## src/rtl/clkgen_pkg.sv

```systemverilog
package clkgen_pkg;
  localparam int NUM_PHASES = 4;
  localparam int SEL_W      = 2;
  localparam int DIV_W      = 3;

  typedef logic [SEL_W-1:0] ratio_sel_t;
  typedef logic [DIV_W-1:0] div_t;

  function automatic div_t ratio_decode(input ratio_sel_t sel);
    case (sel)
      2'b00:   ratio_decode = div_t'(2);
      2'b10:   ratio_decode = div_t'(4);
      default: ratio_decode = div_t'(3);
    endcase
  endfunction
endpackage

```

## src/rtl/clkgen_phase_ring.sv

```systemverilog
module clkgen_phase_ring #(
  parameter int NP = 4
) (
  input  logic          clk,
  input  logic          rst,
  output logic [NP-1:0] phase_o,
  output logic          last_o
);
  localparam int IDX_W = (NP > 1) ? $clog2(NP) : 1;

  logic [IDX_W-1:0] idx_q;

  assign last_o = (idx_q == IDX_W'(NP-1));

  always_ff @(posedge clk) begin
    if (rst)         idx_q <= '0;
    else if (last_o) idx_q <= '0;
    else             idx_q <= idx_q + 1'b1;
  end

  for (genvar g = 0; g < NP; g++) begin : g_strobe
    assign phase_o[g] = (idx_q == IDX_W'(g));
  end
endmodule

```

## src/rtl/clkgen_bus_div.sv

```systemverilog
module clkgen_bus_div
  import clkgen_pkg::*;
(
  input  logic       clk,
  input  logic       rst,
  input  logic       adv_i,
  input  ratio_sel_t ratio_sel_i,
  output logic       bus_en_o
);
  div_t cnt_q;
  div_t ratio_q;
  logic wrap;

  assign wrap     = (cnt_q == ratio_q - 1'b1);
  assign bus_en_o = (cnt_q == '0);

  always_ff @(posedge clk) begin
    if (rst) begin
      cnt_q   <= '0;
      ratio_q <= ratio_decode(ratio_sel_i);
    end else if (adv_i) begin
      if (wrap) begin
        cnt_q   <= '0;
        ratio_q <= ratio_decode(ratio_sel_i);
      end else begin
        cnt_q <= cnt_q + 1'b1;
      end
    end
  end
endmodule

```

## src/rtl/quad_phase_clkgen.sv

```systemverilog
module quad_phase_clkgen
  import clkgen_pkg::*;
(
  input  logic                  clk_osc,
  input  logic                  rst,
  input  logic [SEL_W-1:0]      ratio_sel,
  output logic [NUM_PHASES-1:0] phase_o,
  output logic                  core_tick_o,
  output logic                  bus_en_o
);
  logic last_phase;

  clkgen_phase_ring #(.NP(NUM_PHASES)) u_ring (
    .clk     (clk_osc),
    .rst     (rst),
    .phase_o (phase_o),
    .last_o  (last_phase)
  );

  assign core_tick_o = last_phase;

  clkgen_bus_div u_div (
    .clk         (clk_osc),
    .rst         (rst),
    .adv_i       (last_phase),
    .ratio_sel_i (ratio_sel),
    .bus_en_o    (bus_en_o)
  );
endmodule

```

## config.mk

```make
export PLATFORM = sky130hd
export DESIGN_NAME = quad_phase_clkgen
export DESIGN_NICKNAME = d
export VERILOG_FILES = /design/src/rtl/clkgen_pkg.sv /design/src/rtl/clkgen_phase_ring.sv /design/src/rtl/clkgen_bus_div.sv /design/src/rtl/quad_phase_clkgen.sv
export SDC_FILE = /design/constraint.sdc
export NUM_CORES = 1
export LEC_CHECK = 0
export BUFFER_PORTS_ARGS = -buffer_cell sky130_fd_sc_hd__buf_4
export CAP_MARGIN = 20
export CORE_AREA = 2 2 39 41
export CTS_CLUSTER_DIAMETER = 200
export DETAILED_ROUTE_END_ITERATION = 6
export DIE_AREA = 0 0 41 43
export SLEW_MARGIN = 20
export SYNTH_ARGS = -nofsm -noshare
export SYNTH_HDL_FRONTEND = slang
export SYNTH_SLANG_ARGS = --single-unit
```

## constraint.sdc

```tcl
create_clock -name clk_osc -period 1.72 [get_ports clk_osc]
set_clock_uncertainty 0.1 [all_clocks]
set_input_delay 0 -clock clk_osc [delete_from_list [all_inputs] [get_ports clk_osc]]
set_output_delay 0 -clock clk_osc [all_outputs]
set_load 0.03 [all_outputs]
```

; ---- Word-level counts from Yosys, hierarchy flattened
; Cells that the tools add are included.
[totals]
regBits = 8
latchBits = 0
ramBits = 0
rom_bits = 0
in_bits = 4
output_inout_bits = 6
wordCells = 23
memories = 0
[op_classes]
addsub = 3
n_mul = 0
div = 0
order_cmp = 0
n_eq_ne = 5
n_shift = 0
n_mux = 5
bitwise = 0
n_reduce_logical = 7
[ops]
columns = op, count
row1 = 3-bit 2-to-1 mux, 4
row2 = "2-bit == test, second input constant", 3
row3 = 3-bit one-hot mux with 2 select lines, 1
row4 = 2-bit logical NOT, 2
row5 = 2-bit nonzero test, 2
row6 = "3-bit by 1-bit adder with 3-bit output, second input constant", 1
row7 = 3-bit == test, 1
row8 = 3-bit logical NOT, 1
row9 = "3-bit by 1-bit subtractor with 3-bit output, second input constant", 1
row10 = "2-bit by 1-bit adder with 2-bit output, second input constant", 1
row11 = "2-bit by 1-bit == test with 1-bit output, second input constant", 1
row12 = 2-bit AND reduction, 1
row13 = 2-bit OR reduction, 1

; ---- Depth between registers and ports, before layout
; Gate-level depths: netlist of run 1.
[depth]
word_depth = 5
ltp_mapped = 6
ltp_nobuf = 6

; ---- By module
; Synthesis of run 1 repeated with hierarchy kept, for this count alone.
[hier_totals]
cells_unflattened = 40
area_unflattened_um2 = 456.7
[by_module_without_submodules]
columns = module, n_inst, cells_each, area_each_um2, seq_area_each_um2
row1 = clkgen_bus_div, 1, 29, 329.1, 150.1
row2 = clkgen_phase_ring, 1, 11, 127.6, 40.0

; ---- Worst setup path after synthesis of run 1
; No wires, ideal clock.
[synth_path]
kind = register to register
start = reg u_div.ratio_q[0]
end = reg u_div.ratio_q[0], enable pin
setup_ns = 0.251
arrival_ns = 1.268
required_ns = 1.369
path_slack_ns = 0.101
path_stages_with_launch = 7
n_path_buf = 0
period_less_slack_ns = 1.619
path_cell_list = edfxtp_1 -> inv_1 -> ha_1 -> xor2_2 -> xor2_2 -> nor2_1 -> a21o_1
[synth_between]
elab_chain_cells = 4
[synth_lines]
columns = item, line_no
row1 = "start, declared", clkgen_bus_div.sv:11  ; div_t ratio_q;
row2 = "start signal, assigned", clkgen_bus_div.sv:20  ; ratio_q <= ratio_decode(ratio_sel_i);
row3 = "start signal, assigned", clkgen_bus_div.sv:24  ; ratio_q <= ratio_decode(ratio_sel_i);
row4 = 3-bit by 1-bit subtractor with 3-bit output, clkgen_bus_div.sv:14  ; assign wrap = (cnt_q == ratio_q - 1'b1);
row5 = 3-bit == test, clkgen_bus_div.sv:14
row6 = 2-bit nonzero test (no line), -
row7 = 2-bit AND reduction (no line), -
; Every way passes these cells.
; A chain may end at the register's enable or synchronous reset.

; ---- Worst setup path in the final report of run 1
[layout_path]
start = reg u_div.ratio_q[0]
end = reg u_div.ratio_q[2], enable pin
; The elaborated chain is that of the path after synthesis.

==> results.md, run 1 <==
* Critical Path Max Stage Delay at 0.40 ns
* Worst skew pair latency at 0.25 ns
* Worst-path fanout max at 3
* DR pass1 iterations at 2
* Setup violators final at 0
* Status: complete, no violations
* Fin util at 48.2%
* Power per cell area at 775 mW/mm2
* Syn Inst Count at 49
* Drt first-iter violations at 3
* Row Count at 14
* Commonest non-fill, non-tap cell in the layout: buf_4
* Static leakage at 0.297 nW
* Met3 global-route usage at 4.71%
* Yosys cell types at 20
* WS Path Type: flip-flop to flip-flop
* Reg2Reg Setup Slack at 0.10 ns
* Initial antenna violation count at 0
* Via/cell ratio at 4.42
* Hold_ws at 0.381 ns
* Fin. max-slew vios at 0
* Crit path capture type: flip-flop
* CTS Buf Count at 3
* Post-synthesis sequential area ratio at 39.0%
* Worst r2r src: u_div.ratio_q[0]$_DFFE_PP_
* Die area at 0.00176 mm2
* Syn Nets at 60
* Share of cells above drive strength 1 at 32.3%
* Die Span X at 41 um
* Syn_area_per_cell at 9.96 um2
* Deepest clock path buffer count at 2
* Worst Path Required at 1.63 ns
* Global-route wire length before repair at 1.35 mm
* Cell Area, Synth at 488 um2
* Relative slew slack at 74.8%
* Total gr overflow at 0
* DRC violations left at 0
* Post-synth EDFFs at 3
* Drt wl/cell at 10.3 um
* Reg2Reg Depth at 6
* Max-Cap Viols at 0
* Gr busiest metal: met2
* Reg-to-Reg End: u_div.ratio_q[2]$_DFFE_PP_
* Sink Count at 8
* Sink of the worst hold path: u_div.ratio_q[0]$_DFFE_PP_
* Worst-path cell chain: inv_2 > ha_4 > xor2_4 > xor2_2 > nor2_1 > a21o_1
* H-tree depth at 1
* Initial core utilization at 35.3%
* All-layer global routing usage at 11.8%
* Hold Crit Depth at 2
* Vias in the first global route at 335
* Routed Antenna Nets at 0
* Final net count at 77
* Pre-CTS setup slack at 0.0317 ns
* Worst min-delay path class: primary input to flip-flop
* Final GP Congestion at 0.811
* Vias after detailed routing at 358
* Layout Area Growth over Synthesis at 36.7%
* Root buf cell: clkbuf_4
* Fraction of registers with async set/reset at 0%
* GRT met1 Usage at 15.0%
* I/O pins at 10
* Critical Path Source Type: flip-flop
* Final Hold Fails at 0
* Core ar. at 0.00138 mm2
* Worst-margin pin slew at 0.377 ns
* Worst EP arrival at 1.52 ns
* HPWL after DPL at 556 um
* Reg clk slew, reported paths at 0.06 ns
* Fmax at 618 MHz
* Drt total wl at 831 um
* Hold path startpoint: ratio_sel[0]
* Met2 global-route usage at 15.6%
* Most frequent cells in the layout: buf_4, inv_1, ha_1
* TritonCTS clock tree: done
* ANT cells at 0
* Largest net degree at the start of global routing at 12
* YS warnings at 0
* Worst vdd ir at 0.377 mV
* Worst path buffer plus inverter count at 1
* Tcrit/Tclk final at 94.0%
* Crit path max-delay family: flip-flops
* Synth Flop Type: dfxtp_1
* Critical-path cell with the highest stage delay: edfxtp_1
* Seq cells post-synth at 8
* DIE HEIGHT at 43 um
* Fin crit period at 1.62 ns
* Final worst slack at 0.102 ns
* PortBufs at 9
==> synth_stat cells (2+ instances only) <==
cell type  instances  area share, %
nor2b_1            2            2.6
buf_4              2            3.1
inv_1              7            5.4
nand2_1            2            1.5
nor2_1             4            3.1
edfxtp_1           3             18
o211ai_1           2            3.1
xor2_1             2            3.6
dfxtp_1            5             21
a21oi_1            3            3.1
ha_1               7             18
xor2_2             2            6.7
==> cells by family (layout without fill, tap and decap cells) <==
group	after synthesis	count (layout)	share of synthesized area, %
AO/OA/AOI/OAI	8	8	10.5
XOR/XNOR	4	4	10.3
adder cells (fa/ha/maj)	7	7	17.9
buffers and inverters	10	26	9.23
flip-flops	8	8	39.0
AND/OR/NAND/NOR	12	12	13.1
==> how the worst max path moves through the flow <==
stage | start | end | slack, ns | cells past startpoint
after detailed placement | u_div.ratio_q[0]$_DFFE_PP_ | u_div.ratio_q[0]$_DFFE_PP_ | 0.03 | 6
after global routing | u_div.ratio_q[0]$_DFFE_PP_ | u_div.ratio_q[2]$_DFFE_PP_ | -0.01 | 6
after floorplan | u_div.ratio_q[0]$_DFFE_PP_ | u_div.ratio_q[0]$_DFFE_PP_ | 0.10 | 6
after global placement | u_div.ratio_q[0]$_DFFE_PP_ | u_div.ratio_q[1]$_DFFE_PP_ | 0.05 | 6
final | u_div.ratio_q[0]$_DFFE_PP_ | u_div.ratio_q[2]$_DFFE_PP_ | 0.10 | 6
after CTS | u_div.ratio_q[0]$_DFFE_PP_ | u_div.ratio_q[2]$_DFFE_PP_ | 0.02 | 6
==> registers in the layout, indices dropped and copies added (netlist names) <==
signal / count
u_div.cnt_q: 3
u_div.ratio_q: 3
u_ring.idx_q: 2
==> what timing repair did <==
item,in CTS,in global routing
setup endpoints to repair,0,6
buffers inserted,0,1
hold endpoints to repair,8,0
gates resized for setup,0,5
hold buffers,3,0
==> area by class of cell <==
cell class	count	area (um2)
Tap cell	16	20.0
Sequential cell	8	190
Fill cell	135	717
Timing Repair Buffer	15	120
Inverter	7	26.3
Clock buffer	4	26.3
Multi-Input combinational cell	31	284
==> metrics by stage <==
stage | TNS (ns) | instances | cell area, um2 | power [W]
2_1_floorplan | 0 | 49 | 488 | 0.000311
3_3_place_gp | 0 | 73 | 572 | 0.000348
3_5_place_dp | 0 | 73 | 572 | 0.000348
4_1_cts | 0 | 80 | 628 | 0.000514
5_1_grt | -0.0109 | 81 | 667 | 0.000554
6_report | 0 | 81 | 667 | 0.000517
==> layer usage <==
layer / up-vias / wire length [um]
met5: - / 0
met4: 0 / 8
met3: 2 / 29
met2: 8 / 406
met1: 162 / 387
li1: 186 / -
==> power breakdown <==
group          internal (W)  switching, W  total, W
registers          0.000209     0.0000109  0.000220
logic             0.0000637     0.0000772  0.000141
clock network     0.0000889     0.0000668  0.000156
Power figures use the tool's default switching activity.
==> inputs of run 2 (changes only) <==
==> constraint.sdc (replaced) <==
create_clock -name clk_osc -period 1.72 [get_ports clk_osc]
set_clock_uncertainty 0.1 [all_clocks]
set_input_delay 0.344 -clock clk_osc [delete_from_list [all_inputs] [get_ports clk_osc]]
set_output_delay 0.344 -clock clk_osc [all_outputs]
set_load 0.03 [all_outputs]
==> run 2 against run 1 <==
  * Worst setup slack got worse by 0.031 ns
  * Largest power group unchanged
  * Largest cell class unchanged
  * Die area unchanged
  * Via count decreased by 3.6%
==> results.md, run 2 (synthesized netlist as in run 1, its figures left out) <==
* DIE HEIGHT at 43 um (unchanged)
* Worst Path Required at 1.28 ns (-0.35 ns)
* Reg2Reg Setup Slack at 0.11 ns (about the same)
* Die Span X at 41 um (unchanged)
* Sink Count at 8 (unchanged)
* Area after DPL at 572 um2 (unchanged)
* Reg-to-Reg End: u_div.ratio_q[2]$_DFFE_PP_
* Reg clk slew, reported paths at 0.06 ns (about the same)
* Total gr overflow at 0 (unchanged)
* Fin. max-slew vios at 0 (unchanged)
* Layout Area Growth over Synthesis at 29.0%
* Pre-CTS setup slack at 0.0317 ns (unchanged)
* Power per cell area at 810 mW/mm2 (+4.6%)
* Routed Antenna Nets at 0 (unchanged)
* TritonCTS clock tree: done
* Reg2Reg Depth at 6 (unchanged)
* Drt total wl at 759 um (-8.7%)
* DRC violations left at 0 (unchanged)
* All-layer global routing usage at 11.1% (-0.72 points)
* Worst-margin pin slew at 0.238 ns (-0.140 ns)
* Worst vdd ir at 0.369 mV (-1.9%)
* Root buf cell: clkbuf_4
* Vias in the first global route at 317 (-5.4%)
* H-tree depth at 1 (unchanged)
* Static leakage at 0.281 nW (-5.5%)
* Initial antenna violation count at 0 (unchanged)
* ANT cells at 0 (unchanged)
* Tcrit/Tclk final at 95.8% (+1.8 points)
* Sw Pwr at 0.000154 W (-0.83%)
* Pint at 0.000357 W (-1.5%)
* Final worst slack at 0.0719 ns (-0.0305 ns)
* CTS Buf Count at 3 (unchanged)
* Critical-path cell with the highest stage delay: dfxtp_1
* WS Path Type: flip-flop to output port
* Drt first-iter violations at 4 (+1)
* Critical Path Source Type: flip-flop
* Via/cell ratio at 4.42 (about the same)
* Fmax at 607 MHz (-1.9%)
* Commonest non-fill, non-tap cell in the layout: buf_4
* Reg power frac at 43.1% (+0.5 points)
* Final net count at 74 (-3.9%)
* PortBufs at 9 (unchanged)
* Combinational share of power at 26.0% (-1.3 points)
* Row Count at 14 (unchanged)
* CP startpoint: u_div.cnt_q[1]$_SDFFE_PP0P_
* Drt wl/cell at 9.73 um (-5.2%)
* Worst-path cell chain: inv_1 > ha_1 > nor2b_1 > buf_4
* DR pass1 iterations at 3 (+1)
* Hold_ws at 0.171 ns (-0.210 ns)
* Setup violators final at 0 (unchanged)
* Hold_buf cts at 0 (-3)
* Fin crit period at 1.65 ns (+0.0305 ns)
* I/O pins at 10 (unchanged)
* Status: complete, no violations
* Worst min-delay path class: primary input to flip-flop
* Setup_tns at 0 ns (unchanged)
* Worst r2r src: u_div.ratio_q[0]$_DFFE_PP_
* Most frequent cells in the layout: buf_4, inv_1, ha_1
* HPWL after DPL at 556 um (unchanged)
* Crit path capture type: output port
* Clk network pwr share at 30.9% (+0.8 points)
* Top Registers: u_div.cnt_q: 3 flops, u_div.ratio_q: 3 flops, u_ring.idx_q: 2 flops
* Share of cells above drive strength 1 at 37.1% (+4.8 points)
* Fin area at 629 um2 (-5.6%)
* Worst-path fanout max at 4 (+1)
* Deepest clock path buffer count at 2 (unchanged)
* Core ar. at 0.00138 mm2 (unchanged)
* Worst EP arrival at 1.20 ns (-0.32 ns)
* Initial core utilization at 35.3% (unchanged)
* Max-Cap Viols at 0 (unchanged)
* Switching share of power at 30.1% (+0.15 points)
* Final GP Congestion at 0.811 (unchanged)
* Final Hold Fails at 0 (unchanged)
* Global-route wire length before repair at 1.26 mm (-6.7%)
* Critical Path Max Stage Delay at 0.42 ns (+0.02 ns)
* Relative slew slack at 84.1% (+9.3 points)
* Worst skew pair latency at 0.25 ns (about the same)
* Largest net degree at the start of global routing at 12 (unchanged)
* Critical Path End: bus_en_o
* Vias after detailed routing at 345 (-3.6%)
* Die area at 0.00176 mm2 (unchanged)
-- run 2: changes by cell type in the layout (fill, tap and decap cells not counted), sizes merged --
cell / previous run / this run
dlygate4sd3: 3 / 0
-- run 2: worst min-delay path by stage --
stage,startpoint,end,slack (ns),depth (start not counted)
2_1_floorplan,rst,u_div.cnt_q[0]$_SDFFE_PP0P_,0.31,1
4_1_cts,ratio_sel[0],u_div.ratio_q[0]$_DFFE_PP_,0.16,1
3_3_place_gp,u_ring.idx_q[0]$_SDFF_PP0_,u_ring.idx_q[0]$_SDFF_PP0_,0.38,1
3_5_place_dp,u_ring.idx_q[0]$_SDFF_PP0_,u_ring.idx_q[0]$_SDFF_PP0_,0.38,1
5_1_grt,ratio_sel[0],u_div.ratio_q[0]$_DFFE_PP_,0.17,1
6_report,ratio_sel[0],u_div.ratio_q[0]$_DFFE_PP_,0.17,1
-- run 2: timing repair --
action,CTS,global route
setup buffers,0,1
setup endpoints to repair,0,9
endpoints found under the hold margin,0,0
resized for setup,0,6
-- run 2: area by class of cell --
class | instances | area, um2
fillers | 144 | 754
flip-flops and latches | 8 | 191
clock buffers | 4 | 26.3
inverters | 7 | 26.3
repair buffers | 12 | 90.1
multi-input cells | 31 | 275
well taps | 16 | 20.0
-- run 2: layer usage --
metal | global-route usage, % | part of all wire, % | vias to the layer above
met5 | 0 | 0 | -
met4 | 8.00 | 1.1 | 0
met3 | 4.71 | 4.1 | 2
met2 | 14.1 | 45 | 8
met1 | 14.3 | 50 | 153
li1 | - | - | 182
-- run 2: power by group through the flow --
stage | Sequential (W) | Combinational [W] | Clock [W]
after global routing | 0.000221 | 0.000149 | 0.000171
after global placement | 0.000223 | 0.000124 | 0
after floorplan | 0.000221 | 0.0000902 | 0
final | 0.000220 | 0.000133 | 0.000158
after detailed placement | 0.000223 | 0.000124 | 0
after CTS | 0.000219 | 0.000125 | 0.000165
-- run 2: worst max-delay path, delay by kind of cell (launching register included) --
kind / cells / cell delay, ns
adder cells (fa/ha/maj): 1 / 0.17
buffers and inverters: 2 / 0.24
flip-flops: 1 / 0.42
AND/OR/NAND/NOR: 1 / 0.12
-- run 2: per-stage QoR --
step	utilization [%]	instances	power, W
global placement	41.3	73	0.000348
floorplan	-	49	0.000311
finish	45.5	78	0.000510
CTS	43.2	77	0.000509
detailed placement	41.3	73	0.000348
global route	45.5	78	0.000542
==> inputs of run 3 (changes only) <==
==> constraint.sdc (replaced) <==
create_clock -name clk_osc -period 1.72 [get_ports clk_osc]
set_clock_uncertainty 0.1 [all_clocks]
set_input_delay 0.086 -clock clk_osc [delete_from_list [all_inputs] [get_ports clk_osc]]
set_output_delay 0.086 -clock clk_osc [all_outputs]
set_load 0.03 [all_outputs]
==> run 3 against run 2 <==
  * Worst setup slack improved by 0.040 ns
  * Cell area increased by 4.4%
  * Critical path depth increased by 2
  * Sequential share of layout area decreased by 1.5 points
  * First-iteration DRC count shrank 25%
  * Final cell count up 2.6%
  * Non-clock buffer count rose by 2
  * Via count increased by 2.0%
  * Sequential power barely moved
  * Fmax is 2.5% higher
  * Clock power about the same
  * Critical path type is now flip-flop to flip-flop
  * Largest power group unchanged
==> results.md, run 3 (synthesized netlist as in run 1, its figures left out) <==
* Most frequent cells in the layout: buf_4, inv_1, ha_1
* Drt wl/cell at 10.0 um (+3.2%)
* Crit path capture type: flip-flop
* Routed Antenna Nets at 0 (unchanged)
* Worst EP arrival at 1.52 ns (+0.32 ns)
* Via/cell ratio at 4.40 (-0.52%)
* CP startpoint: u_div.ratio_q[0]$_DFFE_PP_
* Final worst slack at 0.112 ns (+0.0402 ns)
* H-tree depth at 1 (unchanged)
* Worst vdd ir at 0.377 mV (+2.0%)
* All-layer global routing usage at 11.4% (+0.30 points)
* Worst skew pair latency at 0.25 ns (about the same)
* Final Hold Fails at 0 (unchanged)
* Sink Count at 8 (unchanged)
* Reg clk slew, reported paths at 0.06 ns (about the same)
* Share of cells above drive strength 1 at 32.8% (-4.3 points)
* Pre-CTS setup slack at 0.0317 ns (unchanged)
* DR pass1 iterations at 4 (+1)
* Vias in the first global route at 332 (+4.7%)
* PortBufs at 9 (unchanged)
* Worst min-delay path class: primary input to flip-flop
* Commonest non-fill, non-tap cell in the layout: buf_4
* Worst-margin pin slew at 0.369 ns (+0.131 ns)
* Root buf cell: clkbuf_4
* Worst-path fanout max at 3 (-1)
* I/O pins at 10 (unchanged)
* CTS Buf Count at 3 (unchanged)
* Deepest clock path buffer count at 2 (unchanged)
* ANT cells at 0 (unchanged)
* Reg2Reg Depth at 6 (unchanged)
* Final GP Congestion at 0.811 (unchanged)
* Drt first-iter violations at 3 (-1)
* TritonCTS clock tree: done
* WS Path Type: flip-flop to flip-flop
* Setup violators final at 0 (unchanged)
* Die area at 0.00176 mm2 (unchanged)
* Fin crit period at 1.61 ns (-0.0402 ns)
* Setup_tns at 0 ns (unchanged)
* Row Count at 14 (unchanged)
* DIE HEIGHT at 43 um (unchanged)
* Tcrit/Tclk final at 93.5% (-2.3 points)
* Placed insts at 73 (unchanged)
* Fillers at 136 (-5.6%)
* Critical Path End: u_div.ratio_q[2]$_DFFE_PP_
* Layout Area Growth over Synthesis at 34.6%
* Total gr overflow at 0 (unchanged)
* Static leakage at 0.293 nW (+4.3%)
* Vias after detailed routing at 352 (+2.0%)
* Worst Path Required at 1.63 ns (+0.35 ns)
* Fmax at 622 MHz (+2.5%)
* Drt total wl at 803 um (+5.8%)
* RSZ-0062 raised after global routing: no
* Layout Cells excl Fill at 80 (+2.6%)
* HPWL after DPL at 556 um (unchanged)
* Core ar. at 0.00138 mm2 (unchanged)
* Relative slew slack at 75.4% (-8.7 points)
* Top Registers: u_div.cnt_q: 3 flops, u_div.ratio_q: 3 flops, u_ring.idx_q: 2 flops
* Reg2Reg Setup Slack at 0.11 ns (about the same)
* Critical Path Source Type: flip-flop
* Initial antenna violation count at 0 (unchanged)
* Hold_ws at 0.0824 ns (-0.0886 ns)
* DRC violations left at 0 (unchanged)
* Largest net degree at the start of global routing at 12 (unchanged)
* Fin. max-slew vios at 0 (unchanged)
* Power per cell area at 786 mW/mm2 (-3.1%)
* Worst r2r src: u_div.ratio_q[0]$_DFFE_PP_
* Final net count at 76 (+2.7%)
* Total power at 0.000516 W (+1.2%)
* Initial core utilization at 35.3% (unchanged)
* Die Span X at 41 um (unchanged)
* Global-route wire length before repair at 1.30 mm (+3.3%)
* Status: complete, no violations
* Max-Cap Viols at 0 (unchanged)
* Reg-to-Reg End: u_div.ratio_q[2]$_DFFE_PP_
[run 3: cell count changes in the layout (fill, tap and decap cells not counted), sizes merged]
cell and delta:
dlygate4sd3 +2
[run 3: power breakdown]
group          total (W)  switching (W)  leakage [nW]  internal, W
combinational   0.000139      0.0000765         0.208    0.0000622
clock           0.000157      0.0000682        0.0150    0.0000890
sequential      0.000220      0.0000108        0.0701     0.000209
[run 3: worst min path at each step]
| stage | end | cells past startpoint | startpoint | slack [ns] |
|---|---|---|---|---|
| floorplan | u_div.cnt_q[0]$_SDFFE_PP0P_ | 1 | rst | 0.06 |
| global placement | u_div.ratio_q[0]$_DFFE_PP_ | 1 | ratio_sel[0] | 0.18 |
| detailed placement | u_div.ratio_q[0]$_DFFE_PP_ | 1 | ratio_sel[0] | 0.18 |
| CTS | u_div.ratio_q[2]$_DFFE_PP_ | 2 | ratio_sel[1] | 0.07 |
| global route | u_div.ratio_q[1]$_DFFE_PP_ | 3 | ratio_sel[1] | 0.12 |
| finish | u_div.ratio_q[2]$_DFFE_PP_ | 2 | ratio_sel[1] | 0.08 |
[run 3: critical path: stages, from the launching register on]
cell	delay, ns
edfxtp_1	0.40
inv_2	0.09
ha_4	0.15
xor2_4	0.19
xor2_2	0.17
nor2_1	0.05
a21o_1	0.21
[run 3: area by class of cell]
type | instances | area, um2 | share of cell area [%]
multi-input cells | 31 | 284 | 43.2
inverters | 7 | 26.3 | 4.00
repair buffers | 14 | 110 | 16.8
well taps | 16 | 20.0 | 3.05
flip-flops and latches | 8 | 190 | 29.0
clock buffers | 4 | 26.3 | 4.00
[run 3: metrics by stage]
stage               utilization (%)  instance area (um2)
floorplan                         -                  488
global placement               41.3                  572
detailed placement             41.3                  572
CTS                            44.7                  618
global route                   47.5                  657
finish                         47.5                  657
[run 3: layer usage]
metal	GRT usage, %	vias up	routed length [um]
li1	-	184	-
met1	14.6	158	380
met2	14.7	8	385
met3	4.71	2	29
met4	8.00	0	8
met5	0	-	0
[run 3: what timing repair did]
item	4_1_cts	5_1_grt
hold buffers	2	0
setup endpoints to repair	0	6
resized for setup	0	5
endpoints found under the hold margin	6	0
buffers inserted	0	1
